File: src/rtl/usb_port_pkg.sv
package usb_port_pkg;

    localparam int unsigned REG_W        = 32;
    localparam int unsigned TEST_W       = 4;
    localparam int unsigned TEST_LAST_OK = 5;

    localparam int unsigned BIT_WAKE     = 20;
    localparam int unsigned TEST_LSB     = 16;
    localparam int unsigned BIT_OWNER    = 13;
    localparam int unsigned BIT_POWER    = 12;
    localparam int unsigned LINE_LSB     = 10;
    localparam int unsigned BIT_RESET    = 8;
    localparam int unsigned BIT_SUSPEND  = 7;

    localparam logic [1:0] LINE_K_STATE  = 2'b01;

    typedef enum logic [1:0] {
        ST_OFF,
        ST_IDLE,
        ST_BUS_RESET,
        ST_SUSPENDED
    } port_state_e;

endpackage

File: src/rtl/usb_port_owner.sv
module usb_port_owner (
    input  logic clk,
    input  logic rst_n,
    input  logic cfg_i,
    input  logic wr_i,
    input  logic wr_bit_i,
    output logic owner_o,
    output logic owner_rise_o
);
    logic owner_q, owner_d, cfg_prev_q;

    always_comb begin
        if (!cfg_i)
            owner_d = 1'b0;
        else if (!cfg_prev_q)
            owner_d = 1'b0;
        else if (wr_i)
            owner_d = wr_bit_i;
        else
            owner_d = owner_q;
    end

    always_ff @(posedge clk) begin
        if (!rst_n) begin
            owner_q    <= 1'b1;
            cfg_prev_q <= 1'b0;
        end else begin
            owner_q    <= owner_d;
            cfg_prev_q <= cfg_i;
        end
    end

    assign owner_o      = owner_q;
    assign owner_rise_o = owner_d & ~owner_q;
endmodule

File: src/rtl/usb_port_power.sv
module usb_port_power (
    input  logic clk,
    input  logic rst_n,
    input  logic cap_i,
    input  logic oc_i,
    input  logic wr_i,
    input  logic wr_bit_i,
    output logic pwr_now_o,
    output logic pwr_next_o
);
    logic pwr_q, pwr_d;

    always_comb begin
        pwr_d = pwr_q;
        if (cap_i) begin
            if (oc_i && pwr_q)
                pwr_d = 1'b0;
            else if (wr_i)
                pwr_d = wr_bit_i;
        end
    end

    always_ff @(posedge clk) begin
        if (!rst_n)
            pwr_q <= 1'b0;
        else
            pwr_q <= pwr_d;
    end

    assign pwr_now_o  = cap_i ? pwr_q : 1'b1;
    assign pwr_next_o = cap_i ? pwr_d : 1'b1;
endmodule

File: src/rtl/usb_port_fsm.sv
module usb_port_fsm
    import usb_port_pkg::*;
(
    input  logic clk,
    input  logic rst_n,
    input  logic pwr_now_i,
    input  logic pwr_next_i,
    input  logic owner_rise_i,
    input  logic wr_i,
    input  logic wr_rst_i,
    input  logic wr_sus_i,
    input  logic wr_wake_i,
    output logic bus_rst_o,
    output logic suspend_o,
    output logic wake_o
);
    port_state_e state_q, state_d, state_cur;
    logic        wake_q, wake_d;

    // Next-state logic
    always_comb begin
        state_cur = (state_q == ST_OFF && pwr_now_i) ? ST_IDLE : state_q;
        state_d   = state_cur;
        if (!pwr_next_i) begin
            state_d = ST_OFF;
        end else if (owner_rise_i) begin
            state_d = ST_IDLE;
        end else begin
            unique case (state_cur)
                ST_OFF:
                    state_d = ST_IDLE;
                ST_IDLE, ST_SUSPENDED, ST_BUS_RESET:
                    if (wr_i) begin
                        if (wr_rst_i)
                            state_d = ST_BUS_RESET;
                        else if (wr_sus_i)
                            state_d = ST_SUSPENDED;
                        else
                            state_d = ST_IDLE;
                    end
            endcase
        end
    end

    always_comb begin
        if (!pwr_next_i)
            wake_d = 1'b0;
        else if (wr_i && pwr_now_i)
            wake_d = wr_wake_i;
        else
            wake_d = wake_q;
    end

    // State register
    always_ff @(posedge clk) begin
        if (!rst_n) begin
            state_q <= ST_OFF;
            wake_q  <= 1'b0;
        end else begin
            state_q <= state_d;
            wake_q  <= wake_d;
        end
    end

    // Outputs
    always_comb begin
        bus_rst_o = 1'b0;
        suspend_o = 1'b0;
        unique case (state_q)
            ST_OFF:       ;
            ST_IDLE:      ;
            ST_BUS_RESET: bus_rst_o = 1'b1;
            ST_SUSPENDED: suspend_o = 1'b1;
        endcase
    end

    assign wake_o = wake_q;
endmodule

File: src/rtl/usb_port_testsel.sv
module usb_port_testsel #(
    parameter int unsigned CODE_W  = 4,
    parameter int unsigned LAST_OK = 5
) (
    input  logic [CODE_W-1:0] code_i,
    output logic [CODE_W-1:0] mode_o
);
    localparam logic [CODE_W-1:0] LIMIT = CODE_W'(LAST_OK);

    assign mode_o = (code_i <= LIMIT) ? code_i : '0;
endmodule

File: src/rtl/usb_port_ctrl_reg.sv
module usb_port_ctrl_reg
    import usb_port_pkg::*;
#(
    parameter int unsigned DATA_W = REG_W,
    parameter int unsigned CODE_W = TEST_W
) (
    input  logic              clk,
    input  logic              rst_n,
    input  logic              wr_en_i,
    input  logic [DATA_W-1:0] wr_data_i,
    output logic [DATA_W-1:0] rd_data_o,
    input  logic              cfg_flag_i,
    input  logic              pwr_ctl_cap_i,
    input  logic              overcurrent_i,
    input  logic              line_dp_i,
    input  logic              line_dm_i,
    input  logic              connected_i,
    input  logic              enabled_i,
    output logic              pwr_sw_o,
    output logic              bus_reset_o,
    output logic              suspend_o,
    output logic              wake_conn_o,
    output logic              companion_own_o,
    output logic [CODE_W-1:0] test_mode_o,
    output logic              hint_valid_o,
    output logic              hint_release_o
);
    logic              pwr_now, pwr_next, owner_rise;
    logic [CODE_W-1:0] test_q;
    logic [1:0]        line_bits;
    logic              line_ok;
    logic              unused_wr_bits;

    assign unused_wr_bits = ^wr_data_i;

    usb_port_owner u_owner (
        .clk          (clk),
        .rst_n        (rst_n),
        .cfg_i        (cfg_flag_i),
        .wr_i         (wr_en_i),
        .wr_bit_i     (wr_data_i[BIT_OWNER]),
        .owner_o      (companion_own_o),
        .owner_rise_o (owner_rise)
    );

    usb_port_power u_power (
        .clk        (clk),
        .rst_n      (rst_n),
        .cap_i      (pwr_ctl_cap_i),
        .oc_i       (overcurrent_i),
        .wr_i       (wr_en_i),
        .wr_bit_i   (wr_data_i[BIT_POWER]),
        .pwr_now_o  (pwr_now),
        .pwr_next_o (pwr_next)
    );

    usb_port_fsm u_fsm (
        .clk          (clk),
        .rst_n        (rst_n),
        .pwr_now_i    (pwr_now),
        .pwr_next_i   (pwr_next),
        .owner_rise_i (owner_rise),
        .wr_i         (wr_en_i),
        .wr_rst_i     (wr_data_i[BIT_RESET]),
        .wr_sus_i     (wr_data_i[BIT_SUSPEND]),
        .wr_wake_i    (wr_data_i[BIT_WAKE]),
        .bus_rst_o    (bus_reset_o),
        .suspend_o    (suspend_o),
        .wake_o       (wake_conn_o)
    );

    always_ff @(posedge clk) begin
        if (!rst_n)
            test_q <= '0;
        else if (wr_en_i)
            test_q <= wr_data_i[TEST_LSB +: CODE_W];
    end

    usb_port_testsel #(
        .CODE_W  (CODE_W),
        .LAST_OK (TEST_LAST_OK)
    ) u_testsel (
        .code_i (test_q),
        .mode_o (test_mode_o)
    );

    // Line-state hint (combinational)
    assign line_ok        = connected_i & ~enabled_i;
    assign line_bits      = line_ok ? {line_dp_i, line_dm_i} : 2'b00;
    assign hint_valid_o   = line_ok;
    assign hint_release_o = line_ok && (line_bits == LINE_K_STATE);
    assign pwr_sw_o       = pwr_now;

    always_comb begin
        rd_data_o                      = '0;
        rd_data_o[BIT_WAKE]            = wake_conn_o;
        rd_data_o[TEST_LSB +: CODE_W]  = test_q;
        rd_data_o[BIT_OWNER]           = companion_own_o;
        rd_data_o[BIT_POWER]           = pwr_now;
        rd_data_o[LINE_LSB +: 2]       = line_bits;
        rd_data_o[BIT_RESET]           = bus_reset_o;
        rd_data_o[BIT_SUSPEND]         = suspend_o;
    end
endmodule

File: config.mk
export PLATFORM = sky130hd
export DESIGN_NAME = usb_port_ctrl_reg
export DESIGN_NICKNAME = d
export VERILOG_FILES = /design/src/rtl/usb_port_pkg.sv /design/src/rtl/usb_port_owner.sv /design/src/rtl/usb_port_power.sv /design/src/rtl/usb_port_fsm.sv /design/src/rtl/usb_port_testsel.sv /design/src/rtl/usb_port_ctrl_reg.sv
export SDC_FILE = /design/constraint.sdc
export NUM_CORES = 1
export LEC_CHECK = 0
export BUFFER_PORTS_ARGS = -buffer_cell sky130_fd_sc_hd__buf_2
export CORE_MARGIN = 4
export CORE_UTILIZATION = 35
export DETAILED_ROUTE_END_ITERATION = 10
export PLACE_DENSITY_LB_ADDON = 0.25
export SLEW_MARGIN = 0
export SYNTH_ARGS = -nofsm -noshare
export SYNTH_HDL_FRONTEND = slang
export SYNTH_SLANG_ARGS = --single-unit
File: constraint.sdc
create_clock -name clk -period 1.6 [get_ports clk]
set_input_delay 0.08 -clock clk [delete_from_list [all_inputs] [get_ports clk]]
set_output_delay 0.08 -clock clk [all_outputs]
set_load 0.005 [all_outputs]
==> impl_metrics.py <==
metrics = {
    "clock_network": {
        "cts_buffer_depth": 2,
        "cts_setup_buffers": 0,
        "worstSkewPairLatency_ns": 0.27,
        "clock_sinks": 10,
        "ctsHoldBuffers": 0,
        "cts_resized": 0,
        "cts-root-buf": "clkbuf_4",
        "clk_pin_slew_ns": 0.06,
        "tritoncts": "built",
        "cts_max_level": 1,
        "numCtsBuffers": 3,
    },
    "routing": {
        "dr_total_vias": 609,
        "wl_per_cell_um": 9.203,
        "drtIter0Drc": 9,
        "met2_wirelength_um": 568,
        "drt_pre_antenna_iters": 4,
        "totalWireLength_mm": 1.362,
        "antenna_left": 0,
        "drt-met1-wl_um": 519,
        "top_layer": "met4",
        "drc": 0,
        "met3_length_um": 266,
        "routed_via_density": 4.115,
    },
    "synthesis": {
        "syn_area_per_cell_um2": 8.399,
        "yosysMostFrequentCell": "buf_4",
        "ys.flop_type": "dfxtp_1",
        "synth_area_leaders": "buf_4 28%, dfxtp_1 27%, mux2i_1 6.8%, nor2b_1 5.1%, and2_1 3.4%",
        "synth_top_area_cell": "buf_4",
        "synth_area_um2": 730.7,
        "synth_edf_count": 0,
        "synth_cells": 87,
        "synth_cell_types": 27,
        "yosysSeqAreaShare": 0.2740,
        "async_reset_ff_frac": 0,
        "synth_top_area_share": 0.2774,
        "yosysWarnings": 0,
        "ys_ff_latch": 10,
        "synthTopCellsByCount": "27 x buf_4, 10 x dfxtp_1, 6 x nand2_1, 6 x nor2b_1, 5 x mux2i_1",
    },
    "timing": {
        "finalHoldViolations": 0,
        "skew_ns": 0.003464,
        "clock.fmax_mhz": 862.3,
        "finalSetupViolCount": 0,
        "period_minus_slack_ns": 1.160,
        "finalMaxSlewViolations": 0,
        "finalSetupTns_ns": 0,
        "fin_hold_ws_ns": 0.02620,
        "rsz0062_at_grt": "false",
        "min_period_over_period": 0.7248,
    },
    "setup_path": {
        "crit_type": "flip-flop to flip-flop",
        "critPathCaptureType": "flip-flop",
        "worstPathArrival_ns": 1.32,
        "start_kind": "flip-flop",
        "path_max_fanout": 6,
        "cp.required_ns": 1.76,
    },
    "placement": {
        "place_congestion": 0.6730,
        "portBuffers": 39,
        "dp.cells": 145,
        "place_hpwl_mm": 1.127,
    },
    "grt": {
        "grt_pass1_vias": 459,
        "antenna_found_initial": 0,
        "grt_usage": 0.09300,
        "overflow": 0,
        "grt_pass1_wl_mm": 1.904,
        "grt_start_max_net_pins": 16,
    },
    "die": {
        "std_cell_rows": 16,
        "start_util": 0.3687,
        "coreArea_mm2": 0.001982,
        "pin_count": 85,
        "dieArea_mm2": 0.002883,
        "die_y_um": 53.69,
        "die_w_um": 53.69,
    },
    "job": {
        "maxCapViolCount": 0,
    },
    "cells_and_area": {
        "antenna_cells": 0,
        "layout-drive-gt1-share": 0.3802,
        "nets": 165,
        "area.growth.synth_to_final_pct": 14.90,
        "layout.cells.non_filler": 148,
    },
    "min_path": {
        "hold_class": "primary input to flip-flop",
    },
    "run_status": {
        "status": "completed",
    },
    "pwr": {
        "power_density_mw_per_mm2": 696.1,
        "p_leak_nw": 0.4717,
        "ir_drop_mv": 0.4307,
        "total_power_uw": 584.4,
    },
}
## state kept, by name (all words and copies together), names as in the netlist
register and flops:
test_q 4, u_fsm.state_q 2, u_fsm.wake_o 1, u_owner.cfg_prev_q 1
u_owner.owner_o 1, u_power.pwr_q 1
## per-layer routing
layer | vias up | track usage
met4 | 0 | 0.03830
met2 | 48 | 0.1431
met1 | 254 | 0.09967
met3 | 3 | 0.06094
met5 | - | 0
li1 | 304 | -
## final timing paths
| path | from | endpoint | slack (ns) | cells past startpoint |
|---|---|---|---|---|
| min reg2reg | u_owner.cfg_prev_q | u_owner.owner_o | 0.45 | 2 |
| max | u_power.pwr_q | u_fsm.state_q[0] | 0.44 | 4 |
| max reg2reg | u_power.pwr_q | u_fsm.state_q[0] | 0.44 | 4 |
| min | pwr_ctl_cap_i | u_power.pwr_q | 0.03 | 2 |
## metrics by stage
stage	util	instance area (um^2)	worst slack [ns]
after detailed placement	0.4122	817.0	0.4354
after global placement	0.4122	817.0	0.4421
after global routing	0.4236	839.6	0.3667
after CTS	0.4236	839.6	0.4333
after floorplan	-	809.5	0.4975
final	0.4236	839.6	0.4403
## cells in the final DEF (no fill, tap or decap), drive strengths merged
master | Yosys | final
dfxtp | 10 | 10
inv | 4 | 4
nand4 | 1 | 1
nand3 | 1 | 1
a21o | 1 | 1
o32ai | 1 | 1
or2 | 1 | 1
a21oi | 3 | 3
nor3b | 2 | 2
buf | 28 | 39
o211a | 1 | 1
nand2b | 1 | 1
clkbuf | 1 | 3
o21ai | 3 | 3
conb | 1 | 22
nor2 | 4 | 4
a2111oi | 1 | 1
nor2b | 6 | 6
a211o | 1 | 1
and2 | 4 | 4
a211oi | 1 | 1
mux2i | 5 | 5
nand2 | 6 | 6
## area by class of cell
class	instances	area, um^2
inverters	4	15.01
flip-flops and latches	10	200.2
multi-input cells	65	372.9
repair buffers	39	195.2
well taps	27	33.78
clock buffers	3	22.52
fillers	218	1142
## cells by family (layout without fill, tap and decap cells)
kind of cell,after synthesis,in the layout,synth area share
flip-flops,10,10,0.2740
AND/OR/NAND/NOR,26,26,0.1935
other,1,22,0.005132
AO/OA/AOI/OAI,12,12,0.1353
buffers and inverters,33,46,0.3236
multiplexers,5,5,0.06850
## report_power, final
| part | switching [mW] | leakage [nW] | internal [mW] |
|---|---|---|---|
| clock | 0.0841 | 0.0138 | 0.0869 |
| sequential | 0.0152 | 0.0828 | 0.265 |
| combinational | 0.0674 | 0.375 | 0.0657 |
## worst max-delay path, stage by stage (launching register included)
cell	delay, ns
dfxtp_1	0.33
nand2b_1	0.23
a211o_1	0.32
a21oi_1	0.13
nor2_1	0.05
(Power assumes the default switching activity.)
